## src/rtl/afs_pkg.sv

```systemverilog
package afs_pkg;
   localparam int unsigned AFS_DEF_NQ = 4;
   localparam int unsigned AFS_MAX_NQ = 32;

   typedef enum logic {
      AFS_DIRECT = 1'b0,
      AFS_POLLED = 1'b1
   } afs_mode_e;
endpackage

```

## src/rtl/afs_tok_ctl.sv

```systemverilog
module afs_tok_ctl
   import afs_pkg::*;
(
   input  logic clk,
   input  logic rst_n,
   input  logic is_master,
   input  afs_mode_e mode,
   input  logic tok_in,
   output logic own_o,
   output logic load_o
);
   logic armed;
   logic own;
   logic load;

   // next-cycle ownership: token arrival, or one-time master start
   assign load = (mode == AFS_POLLED) & (tok_in | (armed & is_master));

   always_ff @(posedge clk or negedge rst_n) begin
      if (!rst_n) begin
         armed <= 1'b1;
         own   <= 1'b0;
      end else begin
         armed <= 1'b0;
         own   <= load;
      end
   end

   assign own_o  = own;
   assign load_o = load;

   // a token seen in polled mode grants the next cycle
   a_r4_token_grants: assert property (@(posedge clk) disable iff (!rst_n)
      (mode == AFS_POLLED && tok_in) |=> own);

   // without token or start, ownership drops after one cycle
   a_r4_single_cycle: assert property (@(posedge clk) disable iff (!rst_n)
      (!tok_in && !armed) |=> !own);

   // the armed master in polled mode starts the token
   a_r2_master_start: assert property (@(posedge clk) disable iff (!rst_n)
      (armed && is_master && mode == AFS_POLLED) |=> own);

   // the start latch never re-arms outside reset
   a_r10_start_once: assert property (@(posedge clk) disable iff (!rst_n)
      !armed |=> !armed);
endmodule

```

## src/rtl/afs_bus_drive.sv

```systemverilog
module afs_bus_drive
   import afs_pkg::*;
#(
   parameter int unsigned NQ = AFS_DEF_NQ
)(
   input  logic          clk,
   input  logic          rst_n,
   input  afs_mode_e     mode,
   input  logic          load,
   input  logic          own,
   input  logic [NQ-1:0] af_flags,
   output logic [NQ-1:0] bus_flags,
   output logic          bus_oe
);
   logic [NQ-1:0] snap;

   always_ff @(posedge clk or negedge rst_n) begin
      if (!rst_n)    snap <= '0;
      else if (load) snap <= af_flags;
   end

   for (genvar q = 0; q < NQ; q++) begin : g_lane
      assign bus_flags[q] = (mode == AFS_POLLED) ? (own & snap[q]) : af_flags[q];
   end

   assign bus_oe = (mode == AFS_POLLED) ? own : 1'b1;

   // owned cycle shows the flags captured at the loading edge
   a_r5_snapshot: assert property (@(posedge clk) disable iff (!rst_n)
      load |=> (mode != AFS_POLLED) || (bus_flags == $past(af_flags)));
endmodule

```

## src/rtl/afs_token_ring.sv

```systemverilog
module afs_token_ring
   import afs_pkg::*;
#(
   parameter int unsigned NQ = AFS_DEF_NQ
)(
   input  logic          clk,
   input  logic          rst_n,
   input  logic          is_master,
   input  logic          polled_mode,
   input  logic          tok_in,
   input  logic [NQ-1:0] af_flags,
   output logic          tok_out,
   output logic          sync_o,
   output logic [NQ-1:0] bus_flags,
   output logic          bus_oe
);
   if (NQ < 1 || NQ > AFS_MAX_NQ) begin : g_bad_nq
      $error("afs_token_ring: NQ out of range");
   end

   afs_mode_e mode;
   logic      own;
   logic      load;

   assign mode = polled_mode ? AFS_POLLED : AFS_DIRECT;

   afs_tok_ctl u_ctl (
      .clk       (clk),
      .rst_n     (rst_n),
      .is_master (is_master),
      .mode      (mode),
      .tok_in    (tok_in),
      .own_o     (own),
      .load_o    (load)
   );

   afs_bus_drive #(.NQ(NQ)) u_drv (
      .clk       (clk),
      .rst_n     (rst_n),
      .mode      (mode),
      .load      (load),
      .own       (own),
      .af_flags  (af_flags),
      .bus_flags (bus_flags),
      .bus_oe    (bus_oe)
   );

   assign tok_out = polled_mode & own;
   assign sync_o  = polled_mode & own;

   // an idle polled device neither drives nor leaks flags
   a_r7_idle_quiet: assert property (@(posedge clk) disable iff (!rst_n)
      (polled_mode && !tok_out) |-> (!bus_oe && bus_flags == '0));

   // direct mode keeps the ring signals low and the bus enabled
   a_r8_direct_quiet: assert property (@(posedge clk) disable iff (!rst_n)
      !polled_mode |-> (!sync_o && !tok_out && bus_oe && bus_flags == af_flags));

   // a token pulse is always accompanied by an enabled bus
   a_r6_pulse_drives: assert property (@(posedge clk) disable iff (!rst_n)
      tok_out |-> (sync_o && bus_oe));
endmodule

```

## config.mk

```make
export PLATFORM = sky130hd
export DESIGN_NAME = afs_token_ring
export DESIGN_NICKNAME = d
export VERILOG_FILES = /design/src/rtl/afs_pkg.sv /design/src/rtl/afs_tok_ctl.sv /design/src/rtl/afs_bus_drive.sv /design/src/rtl/afs_token_ring.sv
export SDC_FILE = /design/constraint.sdc
export NUM_CORES = 1
export LEC_CHECK = 0
export ABC_CLOCK_PERIOD_IN_PS = 1220
export CAP_MARGIN = 20
export CORE_AREA = 2 2 39 41
export CTS_CLUSTER_SIZE = 25
export DETAILED_ROUTE_END_ITERATION = 12
export DIE_AREA = 0 0 41 43
export GPL_ROUTABILITY_DRIVEN = 0
export GPL_TIMING_DRIVEN = 0
export PLACE_DENSITY = 0.57
export SYNTH_ARGS = -nofsm -noshare
export SYNTH_HDL_FRONTEND = slang
export SYNTH_SLANG_ARGS = --single-unit
```

## constraint.sdc

```tcl
create_clock -name clk -period 1.22 [get_ports clk]
set_input_delay 0.244 -clock clk [delete_from_list [all_inputs] [get_ports clk]]
set_output_delay 0.244 -clock clk [all_outputs]
set_load 0.03 [all_outputs]
```

# == Word-level counts from Yosys, hierarchy flattened ==
# Cells that the tools add are included.
# word_totals
word_cells,17
latch_bits,0
memories,0
in_bits,9
romBits,0
ram_bits,0
regBits,6
output_inout_bits,7
# op_classes
multipliers,0
shifts,0
div_mod_pow,0
reduce_logical,0
add_sub_neg,0
n_bitwise,8
n_mux,6
eq_ne,0
n_lt_le_gt_ge,0
# op_table
operator,count
1-bit AND,7
1-bit two-way mux,6
1-bit bitwise OR,1

# == Depth between registers and ports, before layout ==
# Gate-level depths: netlist (run 1).
# logic_depth
depth_word,3
mapped_depth,3
depth_no_buf,2

# == By module ==
# A second synthesis (run 1) with hierarchy kept.
# unflattened
hier_cells,29
hier_area_um2,291.5
# by_module_without_submodules
mod,instances,area_per_inst_um2,cells_each,seq_area_each_um2
afs_bus_drive,1,211.5,22,100.1
afs_tok_ctl,1,66.3,5,51.3
afs_token_ring,1,13.8,2,0.0

# == Worst setup path before layout (run 1) ==
# Ideal clock, no wire load.
# synth_timing
path_kind,register -> output
startpoint,"register u_ctl.own, in the netlist u_ctl.own_o"
endpoint,output bus_flags[0]
required_time_ns,0.976
setup_slack_ns,0.075
n_path_buf,1
stages_incl_launch_ff,4
arrival_time_ns,0.901
cell_sequence,dfrtp_1 > and2_4 > buf_6 > a22o_1
# synth_between
elab_chain_cells,2
# synth_rtl
element,line,rtl
from (decl),afs_tok_ctl.sv:13,logic own;
from (signal assigned),afs_tok_ctl.sv:25,own <= load;
1-bit AND,afs_bus_drive.sv:23,assign bus_flags[q] = (mode == AFS_POLLED) ? (own & snap[q]) : af_flags[q];
1-bit two-way mux,afs_bus_drive.sv:23,
to (decl),afs_token_ring.sv:14,"output logic [NQ-1:0] bus_flags,"
# No other way between the ends.

# == Worst setup path after layout (run 1) ==
# layout_timing
startpoint,"register u_ctl.own, in the netlist u_ctl.own_o"
endpoint,output bus_flags[3]
# The elaborated chain is that of the path after synthesis.

==> flow_metrics.py, run 1 <==
metrics = {
    "yosys": {
        "synthMuxAreaShare_pct": 0,
        "synth_seq_cells": 6,
        "synth_xor_area_share_pct": 0,
        "synth_seq_area_share_pct": 43.8,
        "synth.avg_cell_area_um2": 10.8,
        "synth_fa_ha_area_share_pct": 0,
        "syn_nets": 41,
        "synth-compound-area-share_pct": 33.3,
        "syn-cell-area_um2": 345,
        "syn_inst": 32,
        "yosysWarnings": 0,
        "synth_cell_types": 17,
        "synth-simple-area-share_pct": 12.0,
        "synth_top_family_by_area": "compound AO/OA/AOI/OAI gates",
    },
    "timing": {
        "rsz0062_at_grt": "yes",
        "fin_crit_sh_pct": 109,
        "clock_skew_ns": 0.00851,
        "setup_violations": 5,
        "fin_crit_ns": 1.32,
        "fmax_mhz": 755,
        "whs_ns": 0.237,
        "fin_ws_ns": -0.104,
        "final-hold-violation-count": 0,
        "finalMaxSlewViolations": 0,
        "finalSetupTns_ns": -0.425,
    },
    "pwr": {
        "pwr_density_cell_nw_per_um2": 1120,
        "irDropWorstVdd_mv": 0.470,
        "leakage_nw": 0.250,
        "total_power_mw": 0.595,
    },
    "route": {
        "routed_via_density": 4.15,
        "vias": 278,
        "drc": 0,
        "drt_iter0_markers": 0,
        "drtAntennaViolNets": 0,
        "drt-wirelength-per-cell_um": 10.6,
        "drt_pass1_iterations": 1,
        "wirelength_um": 709,
    },
    "setup_path": {
        "cp_top_family": "flip-flops",
        "crit_buf_inv": 1,
        "rr_endpoint": "u_drv.snap[2]",
        "path_cells": "and2_4 > a22o_1 > buf_6",
        "r2r_setup_slack_ns": 0.25,
        "r2r-start": "u_ctl.armed",
        "worstRegToRegCells": 2,
        "start_kind": "register",
        "cp_slowest_cell": "dfrtp_1",
        "critPathCaptureType": "output pin",
        "critPathKind": "reg -> out",
        "worst-path-max-fanout": 6,
        "critPathArrivalTime_ns": 1.08,
        "worstPathRequired_ns": 0.98,
        "slowest_delay_ns": 0.36,
    },
    "place": {
        "post-place-ws_ns": -0.822,
        "dp_cells": 63,
        "post_dp_cell_area_um2": 515,
        "port_buffers": 15,
        "dp_hpwl_um": 559,
    },
    "cells_and_area": {
        "finish.instance_area_um2": 533,
        "syn_to_final_growth_pct": 54.3,
        "fin_cells": 67,
        "mostFrequentLayoutCells": "clkdlybuf4s50_1, buf_6, dfrtp_1, a22o_1, nand2_1",
        "drive_above_1_share_pct": 41.2,
        "fin_nets": 61,
        "final_common_cell": "clkdlybuf4s50_1",
        "post-route-util_pct": 38.5,
        "diodes": 0,
    },
    "clocking": {
        "cts_inserted_buffers": 3,
        "cts_tree": "done",
        "clk_latency_ns": 0.24,
        "max-clock-path-buffers": 2,
        "ctsRootBufferMaster": "clkbuf_4",
        "cts.reportedPaths.clkPinSlew_ns": 0.05,
        "numClockSinks": 6,
        "htree_levels": 1,
    },
    "status": {
        "violations": "setup timing",
        "outcome": "complete, but fails checks",
    },
    "grt": {
        "grt_overflow": 0,
        "grt_pass1_vias": 249,
        "grt_max_degree": 9,
        "antenna_found_initial": 0,
        "grt_pass1_wl_mm": 1.06,
        "grt_use_total_pct": 9.21,
    },
    "floorplan": {
        "row_count": 14,
        "dieWidth_um": 41,
        "fp.dieH_um": 43,
        "io-pin-count": 16,
        "start_util_pct": 25.0,
        "fp.coreArea_um2": 1380,
        "dieArea_um2": 1760,
    },
    "worst_hold_path": {
        "hp-class": "in -> async",
    },
    "run": {
        "cap_viol_max_count": 0,
    },
}
[Yosys cell counts (all sizes together)]
library cell,number,area [µm²]
o22ai,4,31.3
dfrtp,5,125
nor2,1,3.75
a21oi,1,8.76
dfstp,1,26.3
buf,3,30.0
and3,1,7.51
conb,1,3.75
a22o,4,35.0
inv,1,3.75
nand2b,1,6.26
and2,1,8.76
a21bo,4,40.0
nand2,4,15.0
[cells by family (layout without fill, tap and decap cells)]
kind of cell	after synthesis	count (layout)
AOI/OAI and AO/OA	13	13
buffers and inverters	4	23
DFF	6	6
other	1	1
and+or+nand+nor	8	8
[layout make-up]
| class | instances | area, µm² |
|---|---|---|
| Multi-Input combinational cell | 22 | 160 |
| Clock buffer | 4 | 26.3 |
| Fill cell | 141 | 851 |
| Timing Repair Buffer | 16 | 153 |
| Sequential cell | 6 | 151 |
| Tap cell | 16 | 20.0 |
| Buffer | 2 | 18.8 |
| Inverter | 1 | 3.75 |
[per-layer routing]
| layer | global-route usage [%] | wire length [µm] |
|---|---|---|
| met4 | 6.00 | 0 |
| met5 | 0 | 0 |
| met2 | 12.2 | 312 |
| met1 | 13.2 | 338 |
| met3 | 1.57 | 58 |
[report_power, final]
| part | internal, mW | switching [mW] |
|---|---|---|
| combinational | 0.0917 | 0.0812 |
| sequential | 0.222 | 0.0102 |
| clock | 0.124 | 0.0661 |
| total | 0.437 | 0.158 |
[sequential cells by signal (all words and copies together) (netlist names)]
| name | flops |
|---|---|
| u_ctl.own_o | 1 |
| u_drv.snap | 4 |
| u_ctl.armed | 1 |
[repair_timing]
item,CTS,global route
setup buffers,1,0
hold buffers,0,0
resized for setup,46,0
pin swaps,4,4
hold endpoints to repair,0,0
endpoints found under the setup margin,7,6
[worst max-delay path by stage]
stage	slack, ns	start	cells past startpoint	endpoint
6_report	-0.10	u_ctl.own_o	3	bus_flags[3]
4_1_cts	-0.14	u_ctl.own_o	3	bus_flags[3]
2_1_floorplan	0.08	u_ctl.own_o	3	bus_flags[0]
3_5_place_dp	-0.82	polled_mode	5	bus_flags[3]
3_3_place_gp	-0.82	polled_mode	5	bus_flags[2]
5_1_grt	-0.15	u_ctl.own_o	3	bus_flags[2]
(Power assumes the default switching activity.)
==> inputs of run 2 (changes only) <==
Settings changed: ABC_AREA set to 1, PLACE_DENSITY 0.57 to 0.53.
==> run 2 against run 1 <==
The flow still finishes with violations (setup timing). Worst setup slack better by 0.060 ns. Clock skew about the same. Sequential share of layout area rose by 2.1 points. Critical path depth increased by 2. Highest routed layer is now met4. Flip-flop and latch count did not move. Worst hold slack gained 0.0042 ns. Wire length shrank 3.7%. First-iteration DRC count grew 6. Power is 2.8% lower. Largest power group unchanged. Cell count up 13%. Register-to-register slack worse by 0.11 ns. Non-clock buffer count down 2.
==> flow_metrics.py, run 2 <==
metrics = {
    "clocking": {
        "cts.reportedPaths.clkPinSlew_ns": 0.05,
        "ctsRootBufferMaster": "clkbuf_4",
        "numClockSinks": 6,
        "cts_tree": "done",
        "htree_levels": 1,
        "max-clock-path-buffers": 2,
        "postCtsSetupBuffers": 0,
        "clk_latency_ns": 0.25,
        "cts_inserted_buffers": 3,
    },
    "setup_path": {
        "worstRegToRegCells": 5,
        "start_kind": "register",
        "critical_path.most_common_cell": "nand2_1",
        "worstPathRequired_ns": 0.98,
        "cp_slowest_cell": "dfrtp_1",
        "critPathKind": "reg -> out",
        "worst-path-max-fanout": 6,
        "critPathCaptureType": "output pin",
        "critPathArrivalTime_ns": 1.02,
        "path_cells": "nand2_1 > inv_2 > nand2_1 > nand2_1 > buf_6",
        "slowest_delay_ns": 0.34,
    },
    "yosys": {
        "syn_nets": 50,
        "synth.avg_cell_area_um2": 7.17,
        "synth-main-ff-cell": "dfrtp_1",
        "synth_top_area_share_pct": 42.6,
        "async_flop_share_pct": 100,
        "yosysWarnings": 0,
        "syn-cell-area_um2": 294,
        "synth_seq_area_share_pct": 51.5,
        "yosys.area.top_type": "dfrtp_1",
        "synth_seq_cells": 6,
        "synth-edff-count": 0,
        "synthTopCellsByArea": "dfrtp_1, nand2_1, dfstp_2, nand3_1, buf_4",
        "syn_inst": 41,
        "synth_most_common_cell": "nand2_1",
        "synth_cell_types": 9,
        "synthTopCellsByCount": "nand2_1, dfrtp_1, nand3_1, inv_1, inv_2",
    },
    "timing": {
        "setup_violations": 6,
        "fin_ws_ns": -0.0436,
        "finalSetupTns_ns": -0.207,
        "finalMaxSlewViolations": 0,
        "fin_crit_ns": 1.26,
        "clock_skew_ns": 0.00861,
        "final-hold-violation-count": 0,
        "fmax_mhz": 791,
        "fin_crit_sh_pct": 104,
        "rsz0062_at_grt": "yes",
    },
    "route": {
        "vias": 308,
        "wirelength_um": 683,
        "drc": 0,
        "drt_iter0_markers": 6,
        "drtAntennaViolNets": 0,
        "routed_via_density": 4.05,
        "drt_pass1_iterations": 4,
        "drt-wirelength-per-cell_um": 8.99,
    },
    "place": {
        "post_dp_cell_area_um2": 464,
        "post-place-ws_ns": -0.877,
        "port_buffers": 15,
        "dp_hpwl_um": 504,
    },
    "cells_and_area": {
        "diodes": 0,
        "fin_nets": 70,
        "mostFrequentLayoutCells": "nand2_1, clkdlybuf4s50_1, buf_6, dfrtp_1, nand3_1",
        "largest_reg_flops": 4,
        "drive_above_1_share_pct": 26.7,
        "post-route-util_pct": 35.9,
        "syn_to_final_growth_pct": 68.9,
        "final_common_cell": "nand2_1",
        "finish.instance_area_um2": 497,
        "top_register": "u_drv.snap",
    },
    "floorplan": {
        "dieArea_um2": 1760,
        "fp.coreArea_um2": 1380,
        "start_util_pct": 21.2,
        "io-pin-count": 16,
        "fp.dieH_um": 43,
        "row_count": 14,
        "dieWidth_um": 41,
    },
    "pwr": {
        "pwr_density_cell_nw_per_um2": 1160,
        "leakage_nw": 0.272,
        "irDropWorstVdd_mv": 0.630,
    },
    "status": {
        "violations": "setup timing",
        "outcome": "complete, but fails checks",
    },
    "run": {
        "cap_viol_max_count": 0,
    },
    "grt": {
        "grt_max_degree": 8,
        "antenna_found_initial": 0,
        "grt_overflow": 0,
        "grt_pass1_wl_mm": 1.04,
        "grt_util_met3_pct": 6.28,
        "grt_pass1_vias": 246,
        "grt_use_total_pct": 9.22,
        "met2_usage_pct": 11.6,
        "met1_usage_pct": 11.9,
        "grt-busiest-layer": "met1",
    },
    "worst_hold_path": {
        "hp-class": "in -> async",
    },
}
-- run 2: cell types whose count changed after synthesis, moves of 2 or more --
cell,change
nand3_1,+4
a21bo_1,-2
a22o_1,-4
a21bo_2,-2
inv_1,+2
nand2_1,+20
o22ai_1,-3
buf_6,-2
-- run 2: critical path, delay by kind of cell (launching register included) --
family                 cells  cell delay [ns]
AND/OR/NAND/NOR            3             0.19
flip-flops                 1             0.34
buffers and inverters      2             0.23
-- run 2: final timing paths --
kind                                     from            end  slack, ns
worst max-delay path              u_ctl.own_o   bus_flags[0]      -0.04
worst min-delay path                    rst_n  u_drv.snap[3]       0.24
worst max register to register    u_ctl.armed  u_drv.snap[2]       0.14
worst min register to register  u_drv.snap[1]  u_drv.snap[1]       0.47
max in group asynchronous               rst_n    u_ctl.armed       0.69
min in group clk                  polled_mode  u_drv.snap[3]       0.43
-- run 2: kinds of logic after synthesis --
group,Yosys count,share of synthesized area [%]
buffers and inverters,5,7.66
other,1,1.28
AND/OR/NAND/NOR,29,39.6
flip-flops,6,51.5
-- run 2: layer usage --
layer	vias to the layer above	share of wire [%]
li1	159	-
met1	134	44
met2	13	46
met3	2	8.5
met4	0	0.88
met5	-	0
-- run 2: area by class of cell --
cell class | count | area, µm²
Fill cell | 148 | 887
Timing Repair Buffer | 15 | 154
Sequential cell | 6 | 151
Multi-Input combinational cell | 30 | 123
Clock buffer | 4 | 26.3
Tap cell | 16 | 20.0
Inverter | 4 | 15.0
Buffer | 1 | 7.51
-- run 2: timing repair --
action | in CTS | in global routing
endpoints found under the setup margin | 7 | 7
hold buffers | 0 | 0
hold endpoints to repair | 0 | 0
gates resized for setup | 50 | 1
pin swaps | 1 | 3
-- run 2: metrics by stage --
| step | power (mW) | std cells | hold WS (ns) |
|---|---|---|---|
| 5_1_grt | 0.615 | 76 | 0.256 |
| 2_1_floorplan | 0.306 | 41 | -0.0516 |
| 4_1_cts | 0.590 | 76 | 0.243 |
| 6_report | 0.578 | 76 | 0.242 |
| 3_3_place_gp | 0.377 | 72 | 0.455 |
| 3_5_place_dp | 0.378 | 72 | 0.459 |
-- run 2: where the power goes --
group	leakage (nW)	switching (mW)	internal (mW)
registers	0.0724	0.00987	0.222
clock network	0.0150	0.0748	0.124
logic	0.185	0.0799	0.0675
total	0.272	0.165	0.414
